$ cat src/rtl/dce_pkg.sv
package dce_pkg;
   localparam logic [3:0] RQ_RD8  = 4'd1;
   localparam logic [3:0] RQ_RD16 = 4'd2;
   localparam logic [3:0] RQ_RD32 = 4'd3;
   localparam logic [3:0] RQ_BRD  = 4'd4;
   localparam logic [3:0] RQ_BWR  = 4'd5;
   localparam logic [3:0] RQ_FL8  = 4'd6;
   localparam logic [3:0] RQ_FL16 = 4'd7;
   localparam logic [3:0] RQ_FL32 = 4'd8;
   localparam logic [3:0] RQ_LIST = 4'd9;

   localparam logic [3:0] ST_OK   = 4'd0;
   localparam logic [3:0] ST_BANK = 4'd1;
   localparam logic [3:0] ST_TYPE = 4'd2;
   localparam logic [3:0] ST_NEST = 4'd3;

   typedef enum logic [3:0] {
      S_IDLE, S_FA, S_FB, S_DEC, S_SRA, S_SRB, S_RA, S_RB,
      S_WA, S_WB, S_LINE, S_FILL, S_NEXT, S_FIN
   } eng_st_t;

   function automatic logic [23:0] elem_bytes(input logic [1:0] sz);
      case (sz)
         2'd0:    return 24'd1;
         2'd1:    return 24'd2;
         default: return 24'd4;
      endcase
   endfunction

   function automatic logic [27:0] step_in_bank(input logic [27:0] a, input logic [23:0] inc);
      return {a[27:24], a[23:0] + inc};
   endfunction
endpackage

$ cat src/rtl/dce_arb.sv
module dce_arb #(
   parameter int NCLI = 2,
   localparam int CW = $clog2(NCLI)
) (
   input  logic            clk,
   input  logic            rst_n,
   input  logic [NCLI-1:0] pend,
   output logic            any,
   output logic [CW-1:0]   idx
);
   always_comb begin
      any = |pend;
      idx = '0;
      for (int i = NCLI - 1; i >= 0; i--)
         if (pend[i]) idx = CW'(i);
   end

   logic [NCLI-1:0] below;
   assign below = (NCLI'(1) << idx) - NCLI'(1);

   // the chosen client is pending and no lower one is
   p_lowest_r11: assert property (@(posedge clk) disable iff (!rst_n)
      any |-> (pend[idx] && ((pend & below) == '0)));
endmodule

$ cat src/rtl/dce_mbox.sv
module dce_mbox #(
   parameter int NCLI = 2,
   localparam int CW = $clog2(NCLI)
) (
   input  logic               clk,
   input  logic               rst_n,
   input  logic               wr,
   input  logic [CW-1:0]      cli,
   input  logic [1:0]         sel,
   input  logic [31:0]        wdata,
   input  logic               take,
   input  logic [CW-1:0]      gnt,
   input  logic               fin,
   input  logic [CW-1:0]      fin_cli,
   input  logic [3:0]         fin_status,
   input  logic [31:0]        fin_data,
   output logic [NCLI-1:0]    pend,
   output logic [31:0]        g_w0,
   output logic [31:0]        g_w1,
   output logic [31:0]        g_w2,
   output logic [NCLI-1:0]    done,
   output logic [NCLI*4-1:0]  status_f,
   output logic [NCLI*32-1:0] data_f
);
   logic [NCLI*32-1:0] w0_f, w1_f, w2_f;

   for (genvar c = 0; c < NCLI; c++) begin : g_cli
      logic [31:0] w0_q, w1_q, w2_q, dat_q;
      logic [3:0]  st_q;
      logic        pend_q, done_q;
      logic        hit;
      assign hit = wr && (cli == CW'(c));

      always_ff @(posedge clk or negedge rst_n) begin
         if (!rst_n) begin
            w0_q <= '0; w1_q <= '0; w2_q <= '0; dat_q <= '0;
            st_q <= '0; pend_q <= 1'b0; done_q <= 1'b0;
         end else begin
            if (take && gnt == CW'(c)) pend_q <= 1'b0;
            if (hit) begin
               case (sel)
                  2'd0: begin w0_q <= wdata; pend_q <= 1'b1; done_q <= 1'b0; end
                  2'd1: w1_q <= wdata;
                  2'd2: w2_q <= wdata;
                  default: ;
               endcase
            end
            if (fin && fin_cli == CW'(c)) begin
               done_q <= 1'b1;
               st_q   <= fin_status;
               dat_q  <= fin_data;
            end
         end
      end

      assign pend[c]             = pend_q;
      assign done[c]             = done_q;
      assign status_f[c*4 +: 4]  = st_q;
      assign data_f[c*32 +: 32]  = dat_q;
      assign w0_f[c*32 +: 32]    = w0_q;
      assign w1_f[c*32 +: 32]    = w1_q;
      assign w2_f[c*32 +: 32]    = w2_q;

      // a taken request leaves the queue on the next cycle
      p_take_clears_r11: assert property (@(posedge clk) disable iff (!rst_n)
         (take && gnt == CW'(c) && !(hit && sel == 2'd0)) |=> !pend_q);
      // starting a request drops the done flag
      p_start_clears_done_r1: assert property (@(posedge clk) disable iff (!rst_n)
         (hit && sel == 2'd0 && !(fin && fin_cli == CW'(c))) |=> !done_q);
   end

   assign g_w0 = w0_f[gnt*32 +: 32];
   assign g_w1 = w1_f[gnt*32 +: 32];
   assign g_w2 = w2_f[gnt*32 +: 32];
endmodule

$ cat src/rtl/dce_engine.sv
module dce_engine
   import dce_pkg::*;
#(
   parameter int          NCLI      = 2,
   parameter int          BAW       = 8,
   parameter logic [15:0] BANK_MASK = 16'h0003,
   localparam int CW = $clog2(NCLI)
) (
   input  logic           clk,
   input  logic           rst_n,
   input  logic           req_any,
   input  logic [CW-1:0]  req_cli,
   input  logic [31:0]    rw0,
   input  logic [31:0]    rw1,
   input  logic [31:0]    rw2,
   output logic           take,
   output logic           fin,
   output logic [CW-1:0]  fin_cli,
   output logic [3:0]     fin_status,
   output logic [31:0]    fin_data,
   output logic           buf_en,
   output logic           buf_we,
   output logic [BAW-1:0] buf_addr,
   output logic [31:0]    buf_wdata,
   input  logic [31:0]    buf_rdata,
   output logic           ext_en,
   output logic           ext_we,
   output logic [1:0]     ext_size,
   output logic [27:0]    ext_addr,
   output logic [31:0]    ext_wdata,
   input  logic [31:0]    ext_rdata
);
   eng_st_t        st;
   logic [31:0]    dw [8];
   logic [2:0]     k;
   logic [BAW-1:0] ptr, link, bbase;
   logic           inlist, rd_ph, wr_ph;
   logic [27:0]    src, dst;
   logic [31:0]    cnt, tot, lines, fdata, res_data;
   logic [23:0]    spitch, dpitch;
   logic [1:0]     sz;
   logic [3:0]     status;
   logic [CW-1:0]  cli_q;

   logic [3:0]  d_ty;
   logic        d_ext, d_bank_ok, d_xbank_ok;
   logic [23:0] woff;
   assign d_ty       = dw[0][31:28];
   assign d_ext      = inlist && dw[3][31];
   assign d_bank_ok  = BANK_MASK[dw[0][27:24]];
   assign d_xbank_ok = BANK_MASK[dw[3][27:24]];
   assign woff       = {cnt[21:0], 2'b00};

   assign take       = (st == S_IDLE) && req_any;
   assign fin        = (st == S_FIN);
   assign fin_cli    = cli_q;
   assign fin_status = status;
   assign fin_data   = res_data;

   always_comb begin
      buf_en = 1'b0; buf_we = 1'b0; buf_addr = ptr + BAW'(k); buf_wdata = ext_rdata;
      ext_en = 1'b0; ext_we = 1'b0; ext_size = 2'd2; ext_addr = src; ext_wdata = fdata;
      case (st)
         S_FA:   buf_en = 1'b1;
         S_SRA:  begin ext_en = 1'b1; ext_size = sz; end
         S_RA:   begin ext_en = 1'b1; ext_addr = step_in_bank(src, woff); end
         S_RB:   begin buf_en = 1'b1; buf_we = 1'b1; buf_addr = bbase + cnt[BAW-1:0]; end
         S_WA:   begin buf_en = 1'b1; buf_addr = bbase + cnt[BAW-1:0]; end
         S_WB:   begin ext_en = 1'b1; ext_we = 1'b1; ext_addr = step_in_bank(dst, woff);
                       ext_wdata = buf_rdata; end
         S_FILL: begin ext_en = 1'b1; ext_we = 1'b1; ext_size = sz; ext_addr = dst; end
         default: ;
      endcase
   end

   always_ff @(posedge clk or negedge rst_n) begin
      if (!rst_n) begin
         st <= S_IDLE; k <= '0; ptr <= '0; link <= '0; bbase <= '0;
         inlist <= 1'b0; rd_ph <= 1'b0; wr_ph <= 1'b0; src <= '0; dst <= '0;
         cnt <= '0; tot <= '0; lines <= '0; fdata <= '0; res_data <= '0;
         spitch <= '0; dpitch <= '0; sz <= '0; status <= ST_OK; cli_q <= '0;
         for (int i = 0; i < 8; i++) dw[i] <= '0;
      end else begin
         case (st)
            S_IDLE: if (req_any) begin
               cli_q <= req_cli; dw[0] <= rw0; dw[1] <= rw1; dw[2] <= rw2; dw[3] <= '0;
               inlist <= 1'b0; status <= ST_OK; res_data <= '0; st <= S_DEC;
            end
            S_FA: st <= S_FB;
            S_FB: begin
               dw[k] <= buf_rdata;
               if ((k == 3'd3 && !buf_rdata[31]) || k == 3'd7) begin
                  k <= '0; st <= S_DEC;
               end else begin
                  k <= k + 3'd1; st <= S_FA;
               end
            end
            S_DEC: begin
               cnt <= '0; src <= dw[0][27:0]; dst <= dw[0][27:0];
               bbase <= dw[1][BAW-1:0]; fdata <= dw[1];
               link <= d_ext ? dw[7][BAW-1:0] : dw[3][BAW-1:0];
               tot <= {2'b00, dw[2][31:2]}; lines <= 32'd1;
               if (d_ext) begin
                  if (!d_bank_ok || !d_xbank_ok) begin
                     status <= ST_BANK; st <= S_FIN;
                  end else begin
                     dst <= dw[3][27:0]; lines <= dw[4];
                     spitch <= dw[5][23:0]; dpitch <= dw[6][23:0];
                     rd_ph <= 1'b1; wr_ph <= 1'b1;
                     st <= (dw[4] == '0 || dw[2][31:2] == '0) ? S_NEXT : S_RA;
                  end
               end else if (d_ty == RQ_LIST) begin
                  if (inlist) begin
                     status <= ST_NEST; st <= S_FIN;
                  end else begin
                     inlist <= 1'b1; ptr <= dw[0][BAW-1:0]; k <= '0; st <= S_FA;
                  end
               end else if (d_ty >= RQ_RD8 && d_ty <= RQ_FL32) begin
                  if (!d_bank_ok) begin
                     status <= ST_BANK; st <= S_FIN;
                  end else if (d_ty <= RQ_RD32) begin
                     sz <= 2'(d_ty - RQ_RD8); st <= S_SRA;
                  end else if (d_ty == RQ_BRD) begin
                     rd_ph <= 1'b1; wr_ph <= 1'b0;
                     st <= (dw[2][31:2] == '0) ? S_NEXT : S_RA;
                  end else if (d_ty == RQ_BWR) begin
                     rd_ph <= 1'b0; wr_ph <= 1'b1;
                     st <= (dw[2][31:2] == '0) ? S_NEXT : S_WA;
                  end else begin
                     sz <= 2'(d_ty - RQ_FL8); tot <= dw[2];
                     st <= (dw[2] == '0) ? S_NEXT : S_FILL;
                  end
               end else begin
                  status <= ST_TYPE; st <= S_FIN;
               end
            end
            S_SRA: st <= S_SRB;
            S_SRB: begin
               case (sz)
                  2'd0:    res_data <= {24'd0, ext_rdata[7:0]};
                  2'd1:    res_data <= {16'd0, ext_rdata[15:0]};
                  default: res_data <= ext_rdata;
               endcase
               st <= S_NEXT;
            end
            S_RA: st <= S_RB;
            S_RB: if (cnt + 32'd1 == tot) begin
               cnt <= '0; st <= wr_ph ? S_WA : S_LINE;
            end else begin
               cnt <= cnt + 32'd1; st <= S_RA;
            end
            S_WA: st <= S_WB;
            S_WB: if (cnt + 32'd1 == tot) begin
               cnt <= '0; st <= S_LINE;
            end else begin
               cnt <= cnt + 32'd1; st <= S_WA;
            end
            S_LINE: if (lines == 32'd1) st <= S_NEXT;
            else begin
               lines <= lines - 32'd1;
               src <= step_in_bank(src, spitch);
               dst <= step_in_bank(dst, dpitch);
               st <= rd_ph ? S_RA : S_WA;
            end
            S_FILL: begin
               dst <= step_in_bank(dst, elem_bytes(sz));
               cnt <= cnt + 32'd1;
               if (cnt + 32'd1 == tot) st <= S_NEXT;
            end
            S_NEXT: if (inlist && link != '0) begin
               ptr <= link; k <= '0; st <= S_FA;
            end else st <= S_FIN;
            S_FIN: st <= S_IDLE;
            default: st <= S_IDLE;
         endcase
      end
   end

   // the two memory ports are never driven in the same cycle
   p_one_port_r12: assert property (@(posedge clk) disable iff (!rst_n)
      !(buf_en && ext_en));
   // every external access lands in a mapped bank
   p_bank_mapped_r6: assert property (@(posedge clk) disable iff (!rst_n)
      ext_en |-> BANK_MASK[ext_addr[27:24]]);
   // back-to-back fill writes step by the element size
   p_fill_step_r4: assert property (@(posedge clk) disable iff (!rst_n)
      (st == S_FILL && $past(st) == S_FILL) |->
         ext_addr[23:0] == $past(ext_addr[23:0]) + elem_bytes($past(sz)));
   // once a fault is recorded, no memory is touched
   p_halt_on_fault_r10: assert property (@(posedge clk) disable iff (!rst_n)
      (status != ST_OK) |-> (!ext_en && !buf_en));
   // completion is a single-cycle pulse
   p_fin_pulse_r1: assert property (@(posedge clk) disable iff (!rst_n)
      fin |=> !fin);
endmodule

$ cat src/rtl/desc_chain_engine.sv
module desc_chain_engine #(
   parameter int          NCLI      = 2,
   parameter int          BAW       = 8,
   parameter logic [15:0] BANK_MASK = 16'h0003,
   localparam int CW = $clog2(NCLI)
) (
   input  logic               clk,
   input  logic               rst_n,
   input  logic               mbx_wr,
   input  logic [CW-1:0]      mbx_cli,
   input  logic [1:0]         mbx_sel,
   input  logic [31:0]        mbx_wdata,
   output logic [NCLI-1:0]    cli_done,
   output logic [NCLI*4-1:0]  cli_status,
   output logic [NCLI*32-1:0] cli_data,
   output logic               buf_en,
   output logic               buf_we,
   output logic [BAW-1:0]     buf_addr,
   output logic [31:0]        buf_wdata,
   input  logic [31:0]        buf_rdata,
   output logic               ext_en,
   output logic               ext_we,
   output logic [1:0]         ext_size,
   output logic [27:0]        ext_addr,
   output logic [31:0]        ext_wdata,
   input  logic [31:0]        ext_rdata
);
   if (NCLI < 2) begin : g_bad_ncli
      $error("NCLI must be at least 2");
   end
   if (BAW < 4 || BAW > 24) begin : g_bad_baw
      $error("BAW must be within 4..24");
   end
   if (BANK_MASK[15]) begin : g_bad_mask
      $error("bank 15 is reserved for control and cannot be mapped");
   end

   logic [NCLI-1:0] pend;
   logic            any, take, fin;
   logic [CW-1:0]   gnt, fin_cli;
   logic [31:0]     g_w0, g_w1, g_w2, fin_data;
   logic [3:0]      fin_status;

   dce_mbox #(.NCLI(NCLI)) u_mbox (
      .clk, .rst_n, .wr(mbx_wr), .cli(mbx_cli), .sel(mbx_sel), .wdata(mbx_wdata),
      .take, .gnt, .fin, .fin_cli, .fin_status, .fin_data,
      .pend, .g_w0, .g_w1, .g_w2,
      .done(cli_done), .status_f(cli_status), .data_f(cli_data)
   );

   dce_arb #(.NCLI(NCLI)) u_arb (
      .clk, .rst_n, .pend, .any, .idx(gnt)
   );

   dce_engine #(.NCLI(NCLI), .BAW(BAW), .BANK_MASK(BANK_MASK)) u_eng (
      .clk, .rst_n, .req_any(any), .req_cli(gnt), .rw0(g_w0), .rw1(g_w1), .rw2(g_w2),
      .take, .fin, .fin_cli, .fin_status, .fin_data,
      .buf_en, .buf_we, .buf_addr, .buf_wdata, .buf_rdata,
      .ext_en, .ext_we, .ext_size, .ext_addr, .ext_wdata, .ext_rdata
   );
endmodule

$ cat config.mk
export PLATFORM = sky130hd
export DESIGN_NAME = desc_chain_engine
export DESIGN_NICKNAME = d
export VERILOG_FILES = /design/src/rtl/dce_pkg.sv /design/src/rtl/dce_arb.sv /design/src/rtl/dce_mbox.sv /design/src/rtl/dce_engine.sv /design/src/rtl/desc_chain_engine.sv
export SDC_FILE = /design/constraint.sdc
export NUM_CORES = 2
export LEC_CHECK = 0
export ABC_AREA = 1
export BUFFER_PORTS_ARGS = -buffer_cell sky130_fd_sc_hd__buf_2
export CAP_MARGIN = 30
export CORE_MARGIN = 2
export CORE_UTILIZATION = 55
export DETAILED_ROUTE_END_ITERATION = 12
export PLACE_DENSITY = 0.74
export SLEW_MARGIN = 10
export SYNTH_ARGS = -nofsm -noshare
export SYNTH_HDL_FRONTEND = slang
export SYNTH_SLANG_ARGS = --single-unit
$ cat constraint.sdc
create_clock -name clk -period 4.05 [get_ports clk]
set_input_delay 0.405 -clock clk [delete_from_list [all_inputs] [get_ports clk]]
set_output_delay 0.405 -clock clk [all_outputs]
set_load 0.02 [all_outputs]
==> key figures <==
Setup path
  • Worst setup path class: register to primary output
  • WP data arrival: between 3000 and 4000 ps
  • Worst Path Required: 3640 ps
  • R2r endpoint: u_eng.dst[8]$_DFFE_PN0P_
  • Worst setup SP type: register
  • Crit path to: ext_addr[12]
  • Reg2reg start: u_eng.st[2]$_DFFE_PN0P_
  • CP Max Fanout: 8
  • CP endpoint kind: primary output
  • FF-to-FF path depth: 16
  • CP Launch Point: u_eng.st[1]$_DFFE_PN0P_
  • Reg2Reg Setup Slack: around 480 ps

Clock network
  • Clock root buffer: clkbuf_16
  • Clock transition at path regs: 60 ps
  • Worst-Skew Late Latency: 660 ps
  • Clock buffer count from CTS: 85
  • TritonCTS Sinks: 772
  • Max clock buf depth: 3
  • CTS tree: done
  • # H-tree levels: 3

Route
  • # DRC: 0
  • Drt initial violations: 4608
  • Max Used Layer: met5
  • Vias/cell: 5.928
  • Met1 wire length: 58.56 mm
  • Total Wirelength: 140.9 mm
  • DR WL met3: 14.38 mm
  • Routed WL per cell: between 20 and 25 um
  • Met2 routed wirelength: slightly above 60 mm
  • ANT nets after route: 0
  • First drt pass iteration count: 8
  • Via count: 37.54k

STA
  • RSZ-0062 raised after global routing: yes
  • Max-slew violations: 0
  • Highest Clock Rate: 249.1 MHz
  • Worst hold margin: 17.30 ps
  • Share of the clock period used by the worst path: 99.14%
  • Rel. slew slack: 33.23%
  • Worst-Margin Slew: 998.4 ps
  • Setup TNS: 0 ps
  • Hold Fails Final Rpt: 0
  • Clk_skew: 24.98 ps
  • Setup violators final: 0
  • Min Tclk post-route: 4015 ps
  • Min setup slack post-route: 34.75 ps

Flow run
  • Max-cap violations: 0

Cells and area
  • Finished layout cell area: ~0.047 mm2
  • N_diodes: 0
  • Area Overhead vs Synth: 15.83%
  • Share of cells above drive strength 1: between 10% and 20%
  • # nets final: 5499

Yosys
  • Post-synthesis sequential area ratio: around half
  • Synth unique cells: 58
  • Cell Area, Synth: 0.04022 mm2
  • Number of enable flip-flop cells after synthesis: 0
  • Ys flop type: dfrtp_1
  • Post-synth top area cell: dfrtp_1
  • Share of the synthesized area in the top cell type: 48.04%
  • Ys Warns: 0
  • Synth area leaders: dfrtp_1 (48%), nand2_1 (10%), o21ai_0 (10%)
  • Ys async rst share: between 90% and 100%
  • Seq cells post-synth: 772
  • Mean post-synth cell area: 7.943 um2
  • Synth Instances: 5063

Placed design
  • Post-DP Area: around 0.043 mm2
  • Place WS: 68.99 ps
  • PortBufs: roughly 280
  • Final GP Congestion: 1.006
  • HPWL after detailed placement: 101.1 mm

Global routing
  • Pin count of the biggest net entering global routing: 170
  • Initial antenna violation count: 7
  • Tot GR Track Use: 37.26%
  • Vias in the first global route: 35.10k
  • First-pass GRT wire length: 212.5 mm
  • Grt ovf: 0

Power
  • Power Dens Cells: 766.7 mW/mm2
  • P_leak: about 23 nW
  • Peak supply drop: 0.0005430 V
  • Pwr Total: 35.72 mW

Run status
  • Outcome: completed

Floorplanning
  • I/O pins: 282
  • Core ar.: 0.07271 mm2
  • Row Count: 99
  • Starting Density: between 50% and 60%
  • Die width: 274.4 um
  • Full die area: 0.07530 mm2
  • DIE HEIGHT: 274.4 um

Min path
  • Worst min path class: input pin to register
  • WHS Path Cells: 3
-- how the worst min path moves through the flow --
stage                       start  slack (ps)                              to
floorplan                   rst_n         110        u_eng.cnt[0]$_DFFE_PN0P_
global placement            rst_n         350    u_eng.spitch[10]$_DFFE_PN0P_
detailed placement          rst_n         350    u_eng.spitch[10]$_DFFE_PN0P_
CTS                 ext_rdata[21]           2  u_eng.fin_data[21]$_DFFE_PN0P_
global route         ext_rdata[1]          20   u_eng.fin_data[1]$_DFFE_PN0P_
finish               ext_rdata[7]          20   u_eng.fin_data[7]$_DFFE_PN0P_
-- registers in the layout, summed over array words and instances, names as in the netlist, 24 cells and up --
register            flops
u_eng.spitch           24
u_eng.fdata            32
u_eng.src              28
u_eng.dw              209
u_eng.dpitch           24
u_mbox.g_cli.w1_q      64
u_eng.tot              32
u_eng.cnt              32
u_eng.fin_data         32
u_eng.dst              28
u_mbox.g_cli.dat_q     64
u_mbox.g_cli.w0_q      64
u_mbox.g_cli.w2_q      64
u_eng.lines            32
-- power by group --
| part | internal (mW) | switching, mW | total, mW |
|---|---|---|---|
| clock network | 4.92 | 3.38 | 8.30 |
| registers | 10.1 | 1.72 | 11.8 |
| logic | 4.94 | 10.7 | 15.6 |
-- final cells by class --
class	count	area (um2)
fillers	6292	26130
flip-flops and latches	772	19320
multi-input cells	3463	18080
repair buffers	440	2938
clock buffers	116	2454
inverters	543	2039
well taps	959	1200
clock inverters	39	553.0
-- metal layers --
metal	global-route usage, %	vias to the layer above
li1	-	17327
met1	52.87	17912
met2	55.59	1989
met3	7.330	306
met4	16.46	2
met5	0	-
-- worst max-delay path: stages (launching register included) --
cell and delay (ps):
dfrtp_2 400, nor2_2 130, inv_2 60, nor2_4 120
buf_12 160, nand2_2 70, o21ai_2 60, ha_2 190
inv_2 50, fa_2 360, nand3b_1 170, nand2_2 130
a21oi_4 80, o21ai_2 150, nand3_1 110, nand2_2 90
buf_6 100, o21ai_2 50, a21oi_2 130, a2bb2oi_2 200
buf_6 140
-- timing repair --
item                       in CTS  in global routing
pin swaps                      19                 28
hold endpoints to repair       41                  0
cloned                          1                  2
setup endpoints to repair      18                 15
buffers inserted               20                 25
hold buffers                    8                  0
resized for setup              60                 78
-- Yosys cell counts, types with 8 or more instances --
library cell  number
xor2_1            33
a31oi_1           47
o22ai_1           26
nand2_2            8
nor4_1            13
mux2_2            48
o21a_1            13
o221ai_1          21
clkbuf_1         215
o21bai_1          13
inv_1            533
o21ai_0          839
buf_2             16
a21boi_0          10
nand4_1           58
o32ai_1           87
nand3_1          178
o21ai_1           16
nor2_1           452
nor3_1            59
or2_2             16
nand2_1         1120
a21oi_1          185
dfrtp_1          772
o211ai_1          44
buf_4             40
ha_1              87
xnor2_1           12
buf_1             14
nor2_2             8
-- cells in the final DEF (no fill, tap or decap), types with 13 or more instances in the layout --
cell type	instances
o21ai_0	819
buf_12	14
o21ai_1	24
clkinv_2	15
nand2_1	1101
buf_2	267
buf_4	135
a21oi_1	170
xor2_1	33
nor2_1	442
nand3_1	173
o22ai_1	26
o32ai_1	87
inv_1	526
nand4_1	58
nand2_2	22
o221ai_1	21
dfrtp_1	771
o21a_1	13
clkbuf_16	87
nor3_1	56
a31oi_1	44
o211ai_1	44
mux2_2	48
or2_2	16
inv_2	14
ha_1	79
clkbuf_8	21
-- logic make-up (layout without fill, tap and decap cells) --
kind of cell	after synthesis	count (layout)	synth area share, %
other cells	1	4	0.009324
mux	50	50	1.394
fa+ha+maj	92	92	2.956
flops	772	772	48.04
simple gates	1933	1933	19.69
xor+xnor	45	45	0.9800
compound gates	1339	1339	18.70
buf+inv	831	1138	8.235
-- stage by stage --
stage	std cells	util [%]
after floorplan	5066	-
after global placement	6121	58.52
after detailed placement	6124	58.61
after CTS	6308	63.37
after global routing	6332	64.07
final	6332	64.07
Note: power is estimated with default switching activity, not from simulation.
